$ cat config.mk
export PLATFORM = sky130hd
export DESIGN_NAME = bankrf_top
export DESIGN_NICKNAME = d
export VERILOG_FILES = /design/src/rtl/bankrf_pkg.sv /design/src/rtl/bankrf_mode_dec.sv /design/src/rtl/bankrf_map.sv /design/src/rtl/bankrf_store.sv /design/src/rtl/bankrf_top.sv
export SDC_FILE = /design/constraint.sdc
export NUM_CORES = 2
export LEC_CHECK = 0
export BUFFER_PORTS_ARGS = -buffer_cell sky130_fd_sc_hd__buf_2
export CAP_MARGIN = 20
export CORE_MARGIN = 5
export CORE_UTILIZATION = 30
export CTS_BUF_LIST = sky130_fd_sc_hd__clkbuf_8
export DETAILED_ROUTE_END_ITERATION = 16
export HOLD_SLACK_MARGIN = 0.06
export SETUP_SLACK_MARGIN = 0.02
export SLEW_MARGIN = 0
export SYNTH_ARGS = -nofsm -noshare
export SYNTH_HDL_FRONTEND = slang
export SYNTH_HIERARCHICAL = 1
export SYNTH_SLANG_ARGS = --single-unit
export TNS_END_PERCENT = 5
$ cat constraint.sdc
create_clock -name clk -period 6.75 [get_ports clk]
set_input_delay 0.675 -clock clk [delete_from_list [all_inputs] [get_ports clk]]
set_output_delay 0.675 -clock clk [all_outputs]
set_load 0.02 [all_outputs]
$ cat src/rtl/bankrf_pkg.sv
package bankrf_pkg;

    localparam int LOG_REGS    = 16;
    localparam int LOG_IDX_W   = $clog2(LOG_REGS);
    localparam int MODE_W      = 5;

    localparam int FAST_FIRST  = 8;
    localparam int FAST_LAST   = 14;
    localparam int FAST_COPIES = FAST_LAST - FAST_FIRST + 1;
    localparam int PRIV_FIRST  = 13;
    localparam int PRIV_COPIES = 2;
    localparam int PRIV_MODES  = 4;

    localparam int PHYS_REGS   = LOG_REGS + FAST_COPIES + PRIV_COPIES * PRIV_MODES;
    localparam int PHYS_IDX_W  = $clog2(PHYS_REGS);
    localparam int FAST_BASE   = LOG_REGS;
    localparam int PRIV_BASE   = FAST_BASE + FAST_COPIES;

    localparam logic [MODE_W-1:0] MD_USER  = 5'b10000;
    localparam logic [MODE_W-1:0] MD_FAST  = 5'b10001;
    localparam logic [MODE_W-1:0] MD_IRQ   = 5'b10010;
    localparam logic [MODE_W-1:0] MD_SVC   = 5'b10011;
    localparam logic [MODE_W-1:0] MD_ABT   = 5'b10111;
    localparam logic [MODE_W-1:0] MD_UND   = 5'b11011;
    localparam logic [MODE_W-1:0] MD_SYS   = 5'b11111;

    typedef enum logic [2:0] {
        BK_USER = 3'd0,
        BK_FAST = 3'd1,
        BK_IRQ  = 3'd2,
        BK_SVC  = 3'd3,
        BK_ABT  = 3'd4,
        BK_UND  = 3'd5
    } bank_e;

endpackage

$ cat src/rtl/bankrf_mode_dec.sv
module bankrf_mode_dec
    import bankrf_pkg::*;
(
    input  logic [MODE_W-1:0] mode_i,
    output bank_e             bank_o,
    output logic              bad_o
);

    always_comb begin
        bank_o = BK_USER;
        bad_o  = 1'b0;
        case (mode_i)
            MD_USER: bank_o = BK_USER;
            MD_SYS:  bank_o = BK_USER;
            MD_FAST: bank_o = BK_FAST;
            MD_IRQ:  bank_o = BK_IRQ;
            MD_SVC:  bank_o = BK_SVC;
            MD_ABT:  bank_o = BK_ABT;
            MD_UND:  bank_o = BK_UND;
            default: begin
                bank_o = BK_USER;
                bad_o  = 1'b1;
            end
        endcase
    end

endmodule

$ cat src/rtl/bankrf_map.sv
module bankrf_map
    import bankrf_pkg::*;
(
    input  bank_e                 bank_i,
    input  logic [LOG_IDX_W-1:0]  idx_i,
    output logic [PHYS_IDX_W-1:0] phys_o
);

    localparam logic [LOG_IDX_W-1:0] FAST_LO_IDX = LOG_IDX_W'(FAST_FIRST);
    localparam logic [LOG_IDX_W-1:0] FAST_HI_IDX = LOG_IDX_W'(FAST_LAST);
    localparam logic [LOG_IDX_W-1:0] PRIV_LO_IDX = LOG_IDX_W'(PRIV_FIRST);
    localparam logic [LOG_IDX_W-1:0] PRIV_HI_IDX = LOG_IDX_W'(PRIV_FIRST + PRIV_COPIES - 1);

    logic                  in_fast_range;
    logic                  in_priv_range;
    logic [PHYS_IDX_W-1:0] fast_off;
    logic [PHYS_IDX_W-1:0] priv_off;
    logic [PHYS_IDX_W-1:0] priv_slot;

    assign in_fast_range = (idx_i >= FAST_LO_IDX) && (idx_i <= FAST_HI_IDX);
    assign in_priv_range = (idx_i >= PRIV_LO_IDX) && (idx_i <= PRIV_HI_IDX);
    assign fast_off      = PHYS_IDX_W'(idx_i - FAST_LO_IDX);
    assign priv_off      = PHYS_IDX_W'(idx_i - PRIV_LO_IDX);

    always_comb begin
        priv_slot = '0;
        case (bank_i)
            BK_IRQ:  priv_slot = PHYS_IDX_W'(0 * PRIV_COPIES);
            BK_SVC:  priv_slot = PHYS_IDX_W'(1 * PRIV_COPIES);
            BK_ABT:  priv_slot = PHYS_IDX_W'(2 * PRIV_COPIES);
            BK_UND:  priv_slot = PHYS_IDX_W'(3 * PRIV_COPIES);
            default: priv_slot = '0;
        endcase
    end

    always_comb begin
        phys_o = PHYS_IDX_W'(idx_i);
        if (bank_i == BK_FAST) begin
            if (in_fast_range) begin
                phys_o = PHYS_IDX_W'(FAST_BASE) + fast_off;
            end
        end else if (bank_i != BK_USER) begin
            if (in_priv_range) begin
                phys_o = PHYS_IDX_W'(PRIV_BASE) + priv_slot + priv_off;
            end
        end
    end

endmodule

$ cat src/rtl/bankrf_store.sv
module bankrf_store
    import bankrf_pkg::*;
#(
    parameter int DATA_W = 32,
    parameter int NUM_RD = 2
) (
    input  logic                              clk,
    input  logic                              rst_n,
    input  logic                              wr_en_i,
    input  logic [PHYS_IDX_W-1:0]             wr_phys_i,
    input  logic [DATA_W-1:0]                 wr_data_i,
    input  logic [NUM_RD-1:0][PHYS_IDX_W-1:0] rd_phys_i,
    output logic [NUM_RD-1:0][DATA_W-1:0]     rd_data_o
);

    typedef struct packed {
        logic [PHYS_REGS-1:0][DATA_W-1:0] regs;
    } store_t;

    store_t st_d;
    store_t st_q;

    always_comb begin
        st_d = st_q;
        if (wr_en_i) begin
            st_d.regs[wr_phys_i] = wr_data_i;
        end
    end

    always_ff @(posedge clk) begin
        if (!rst_n) begin
            st_q <= '0;
        end else begin
            st_q <= st_d;
        end
    end

    for (genvar p = 0; p < NUM_RD; p++) begin : g_rd
        assign rd_data_o[p] = st_q.regs[rd_phys_i[p]];
    end

endmodule

$ cat src/rtl/bankrf_top.sv
module bankrf_top
    import bankrf_pkg::*;
#(
    parameter int DATA_W = 32
) (
    input  logic                 clk,
    input  logic                 rst_n,
    input  logic [MODE_W-1:0]    mode_i,
    input  logic [LOG_IDX_W-1:0] rd_a_idx_i,
    output logic [DATA_W-1:0]    rd_a_data_o,
    input  logic [LOG_IDX_W-1:0] rd_b_idx_i,
    output logic [DATA_W-1:0]    rd_b_data_o,
    input  logic                 wr_en_i,
    input  logic [LOG_IDX_W-1:0] wr_idx_i,
    input  logic [DATA_W-1:0]    wr_data_i,
    input  logic                 ovr_en_i,
    input  logic [MODE_W-1:0]    ovr_mode_i,
    output logic                 mode_err_o
);

    localparam int NUM_RD = 2;

    bank_e                             rd_bank;
    bank_e                             wr_bank;
    logic                              rd_bad;
    logic                              wr_bad;
    logic [MODE_W-1:0]                 wr_mode;
    logic [NUM_RD-1:0][LOG_IDX_W-1:0]  rd_idx;
    logic [NUM_RD-1:0][PHYS_IDX_W-1:0] rd_phys;
    logic [NUM_RD-1:0][DATA_W-1:0]     rd_data;
    logic [PHYS_IDX_W-1:0]             wr_phys;

    assign wr_mode = ovr_en_i ? ovr_mode_i : mode_i;

    bankrf_mode_dec u_rd_dec (
        .mode_i (mode_i),
        .bank_o (rd_bank),
        .bad_o  (rd_bad)
    );

    bankrf_mode_dec u_wr_dec (
        .mode_i (wr_mode),
        .bank_o (wr_bank),
        .bad_o  (wr_bad)
    );

    assign mode_err_o = rd_bad | wr_bad;

    assign rd_idx[0]   = rd_a_idx_i;
    assign rd_idx[1]   = rd_b_idx_i;
    assign rd_a_data_o = rd_data[0];
    assign rd_b_data_o = rd_data[1];

    for (genvar p = 0; p < NUM_RD; p++) begin : g_rd_map
        bankrf_map u_map (
            .bank_i (rd_bank),
            .idx_i  (rd_idx[p]),
            .phys_o (rd_phys[p])
        );
    end

    bankrf_map u_wr_map (
        .bank_i (wr_bank),
        .idx_i  (wr_idx_i),
        .phys_o (wr_phys)
    );

    bankrf_store #(
        .DATA_W (DATA_W),
        .NUM_RD (NUM_RD)
    ) u_store (
        .clk       (clk),
        .rst_n     (rst_n),
        .wr_en_i   (wr_en_i),
        .wr_phys_i (wr_phys),
        .wr_data_i (wr_data_i),
        .rd_phys_i (rd_phys),
        .rd_data_o (rd_data)
    );

endmodule

# After elaboration in Yosys (flattened, before gate mapping)
# Index checks and enable logic that the tools add are counted.
# totals
regBits	992
inputBits	58
output_inout_bits	65
wordCells	118
# op_classes
n_addsub	14
magnitude_cmp	13
eq_ne	22
muxes	26
bitwise_logic	1
n_reduce_logical	11
# ops
operator	count
bitwise mux 992 bit	1
binary-select mux 32 bit (select 5 bit)	2
demux 32 bit (select 5 bit)	1
two-way mux 32 bit	3
equality test 5 bit, second input constant	14
two-way mux 5 bit	13
one-hot mux 3 bit (5 select lines)	2
subtractor 4 x 4 -> 5 bit, second input constant	6
>= comparator 4 bit, second input constant	6
less-than comparator 5 x 6 -> 1 bit, second input constant	3
one-hot mux 3 bit (3 select lines)	2
adder 5 bit	3
adder 5 bit, first input constant	3
OR reduction 7 bit	2
equality test 3 bit, second input constant	4
less-or-equal comparator 4 bit, second input constant	3
adder 5 x 3 -> 5 bit, first input constant	2
logical AND 1 bit	7
equality test 3 x 1 -> 1 bit, second input constant	2
equality test 3 x 2 -> 1 bit, second input constant	2
nonzero test 3 bit	2
>= comparator 5 x 1 -> 1 bit, second input constant	1
two-way mux 1 bit	2
OR 1 bit	1

# Logic depth before layout (Yosys ltp)
# depth
ltp_word	15
ltp_mapped	17
mapped_depth_nobuf	15

# Cells and area by module
# Netlist, hierarchy kept.
# modules_own_cells
module	instances	cells_each	area_per_inst_um2	seq_area_each_um2
bankrf_store	1	5873	52161.3	19859.0
bankrf_map	3	25	209.0	0.0
bankrf_mode_dec	2	9	61.3	0.0
bankrf_top	1	6	62.6	0.0

# Least setup slack after synthesis
# Ideal clock, no wire load.
# synth_path
path_type	input port to output port
startpoint	in mode_i[1]
endpoint	out rd_b_data_o[0]
t_arrival_ps	3861
required_ps	6075
slack_ps	2214
stages	16
n_path_buf	2
cell_sequence	inv_1 -> nor4b_2 -> nor2b_1 -> o21ai_1 -> ha_1 -> inv_1 -> ha_1 -> fa_1 -> o31ai_1 -> o21ai_1 -> nor2b_1 -> clkbuf_1 -> clkbuf_1 -> a22oi_1 -> nand3_1 -> nand4_1
# synth_lines
item	line_no	rtl
start: declaration	bankrf_top.sv:8	input logic [MODE_W-1:0] mode_i,
end: declaration	bankrf_top.sv:12	output logic [DATA_W-1:0] rd_b_data_o,

==> impl_results.md <==
* Outcome: finished, final reports clean
* Final Skew at 0 ns
* Post-Syn Area at between 50,000 and 60,000 µm²
* Vias/cell at approximately 5.8
* DRT iter0 DRCs at 6,478
* Crit-path max cell delay at about 0.61 ns
* Worst skew pair latency at 0.91 ns
* Max_cap viols at 0
* Slew Limit Headroom at 14.8%
* P_leak at 19.3 nW
* WS Path Type: input pin to output pin
* Fillcell total at 17,900
* Clock Sinks at 992
* Initial Util at ~30%
* Largest net degree at the start of global routing at 275
* Synth Area per Inst at between 8 and 9 µm²
* Met3 WL at approximately 23,000 µm
* Tmin final at 5.69 ns
* First-pass GRT wire length at 319,000 µm
* DR vias at 47,800
* Setup TNS at 0 ns
* Worst path buffer plus inverter count at 7
* H-tree Lvls at 4
* Unrepaired setup endpoints after global routing: false
* Slew Viols, Final at 0
* Biggest regs: u_store/st_q: 992 flops
* Top FF cell, synth: dfxtp_1
* Nets at approximately 5,900
* Final Cycle Share at 84.3%
* Critical path cell sequence: buf_2 -> inv_1 -> nor4b_2 -> buf_4 -> nor2b_1 -> o21ai_1 -> ha_1 -> inv_1 -> ha_1 -> fa_1 -> o31ai_1 -> o21ai_1 -> buf_4 -> nor2b_4 -> buf_4 -> a22oi_1 -> nand3_1 -> nand4_1 -> buf_2
* Die area at 185,000 µm²
* Share of the synthesized area in the top cell type at 37.5%
* Crit start category: input pin
* # resized after CTS at 0
* CP Max Fanout at 13
* Asr flop ratio synth at 0%
* Rows at approximately 150
* Global-route usage over all layers at 22.9%
* Most area-hungry cell type in the Yosys netlist: dfxtp_1
* Gate Count Post-Synth at between 5,000 and 6,000
* Met2 wire length at 99,100 µm
* PwrDens at around 210 nW/µm²
* Worst Path Arrival at 5.02 ns
* Most used cell along the critical path: buf_4
* Post-CTS Setup Bufs at 0
* Final hold vios at 0
* Metal-1 WL at roughly 84,000 µm
* Post-Syn Nets at 6,045
* Initial antenna violation count at 23
* DRT Pass-1 Iters at 8
* Clock tree buffer depth at 3
* Clk slew on worst S/H paths at 0.06 ns
* Share of cells above drive strength 1 at between 10% and 20%
* Seq/Total Area, Yosys at between 30% and 40%
* EDFF count, synth at 0
* Post-route ant nets at 0
* Port Buf Inserts at 122
* Routed WL per cell at 27.0 µm
* Core Util, Final at 33.5%
* Hold WC Path Type: input pin to flip-flop
* CTS tree: built
* Clk root buf: clkbuf_8
* Total grt overflow at 0
* Die H at approximately 430 µm
* Fmax at 0.176 GHz
* Critical Path Sink Type: output pin
* Top post-synthesis cells by area: dfxtp_1, nand2_1, mux4_2
* Vias in the first global route at 45,300
* Slowest cell on the critical path: nor2b_4
* Die width at 430 µm
* Data required, critical path at 6.07 ns
* Reg with most FFs: u_store/st_q
* WL final at approximately 220,000 µm
* CTS Buf Count at 158
* Synth-to-Final Area Change at 11.4%
* Uppermost routed layer: met5
* Worst Tran Pin Value at roughly 1.3 ns
* Distinct cells, synth at 49
* Core area at 176,000 µm²
* Cell family with most CP delay: simple AND/OR/NAND/NOR gates
* Max reg flops at about 1,000
* Place WS at 0.864 ns
* DRC viols at 0
* VDD IR max at 0.138 mV
* Setup ws final at 1.06 ns
* # hold bufs at CTS at 0
* Yosys Warn Count at 6
* Gpl congestion at 0.956
* Finish-stage setup viols at 0
* Post-detail-place hpwl at 134,000 µm
* Final total power at 12.7 mW
* Flops & latches, synth at 992
* Ports at 123
## per-layer routing
layer | global-route usage (%) | up-vias
met5 | 0.0520 | -
met4 | 15.3 | 18
met3 | 6.16 | 795
met2 | 35.5 | 2930
met1 | 28.0 | 23500
li1 | - | 20500
## layout by cell type, fill, tap and decap left out, types with 12 or more instances in the layout
cell type / count
a21boi_0: 757
a21boi_1: 235
a22oi_1: 256
buf_12: 35
buf_2: 120
buf_4: 101
clkbuf_8: 198
dfxtp_1: 992
diode_2: 12
ha_1: 12
inv_1: 103
mux2i_1: 321
mux4_2: 320
nand2_1: 1993
nand2_2: 28
nand3_1: 68
nand4_1: 64
nor2_4: 36
o211ai_1: 66
o221ai_1: 62
## kinds of logic after synthesis
| group | after synthesis | synth area share [%] |
|---|---|---|
| xor gates and xnor gates | 5 | 0.125 |
| muxes | 651 | 19.9 |
| DFF | 992 | 37.5 |
| and+or+nand+nor | 2251 | 17.0 |
| AOI/OAI and AO/OA | 1401 | 20.0 |
| buffers and inverters | 657 | 5.15 |
| adders and majority gates | 15 | 0.397 |
## cells in the mapped netlist (all sizes together), types with 11 or more instances
cell	number
a21boi	992
a22oi	256
buf	181
clkbuf	433
dfxtp	992
ha	12
inv	43
mux2i	323
mux4	320
nand2	2021
nand3	68
nand4	64
nor2	41
nor3b	11
o211ai	69
o221ai	62
## power by group
group / switching (mW) / total, mW / leakage (nW) / internal [mW]
logic: 0.957 / 1.41 / 9.46 / 0.450
clock network: 2.58 / 5.30 / 1.85 / 2.72
registers: 0.0402 / 5.94 / 8.00 / 5.90
total: 3.58 / 12.7 / 19.3 / 9.07
## per-stage QoR
step / cell area, µm² / hold WS, ns / std cells
after CTS: 59000 / 0.243 / 8235
after global routing: 59000 / 0.299 / 8245
after global placement: 55800 / 0.445 / 7953
after floorplan: 53000 / 0.435 / 5972
after detailed placement: 55800 / 0.452 / 7954
final: 59000 / 0.302 / 8250
## final timing paths
kind                                   startpoint                 to  slack (ns)  cells after the start
worst min-delay path                        rst_n  u_store/st_q[799]        0.30                      2
worst max register to register  u_store/st_q[124]  u_store/st_q[124]        5.97                      2
worst min register to register  u_store/st_q[937]  u_store/st_q[937]        0.46                      2
worst max-delay path                    mode_i[1]     rd_a_data_o[0]        1.06                     19
## area by class of cell
type	instances	area [µm²]	area share [%]
diodes	12	30.0	0.0509
clock buffers	198	2730	4.62
clock inverters	83	434	0.736
inverters	43	161	0.273
multi-input cells	4323	30800	52.1
flip-flops and latches	992	19900	33.6
well taps	2340	2930	4.96
repair buffers	259	2100	3.57
Power figures use the tool's default switching activity.
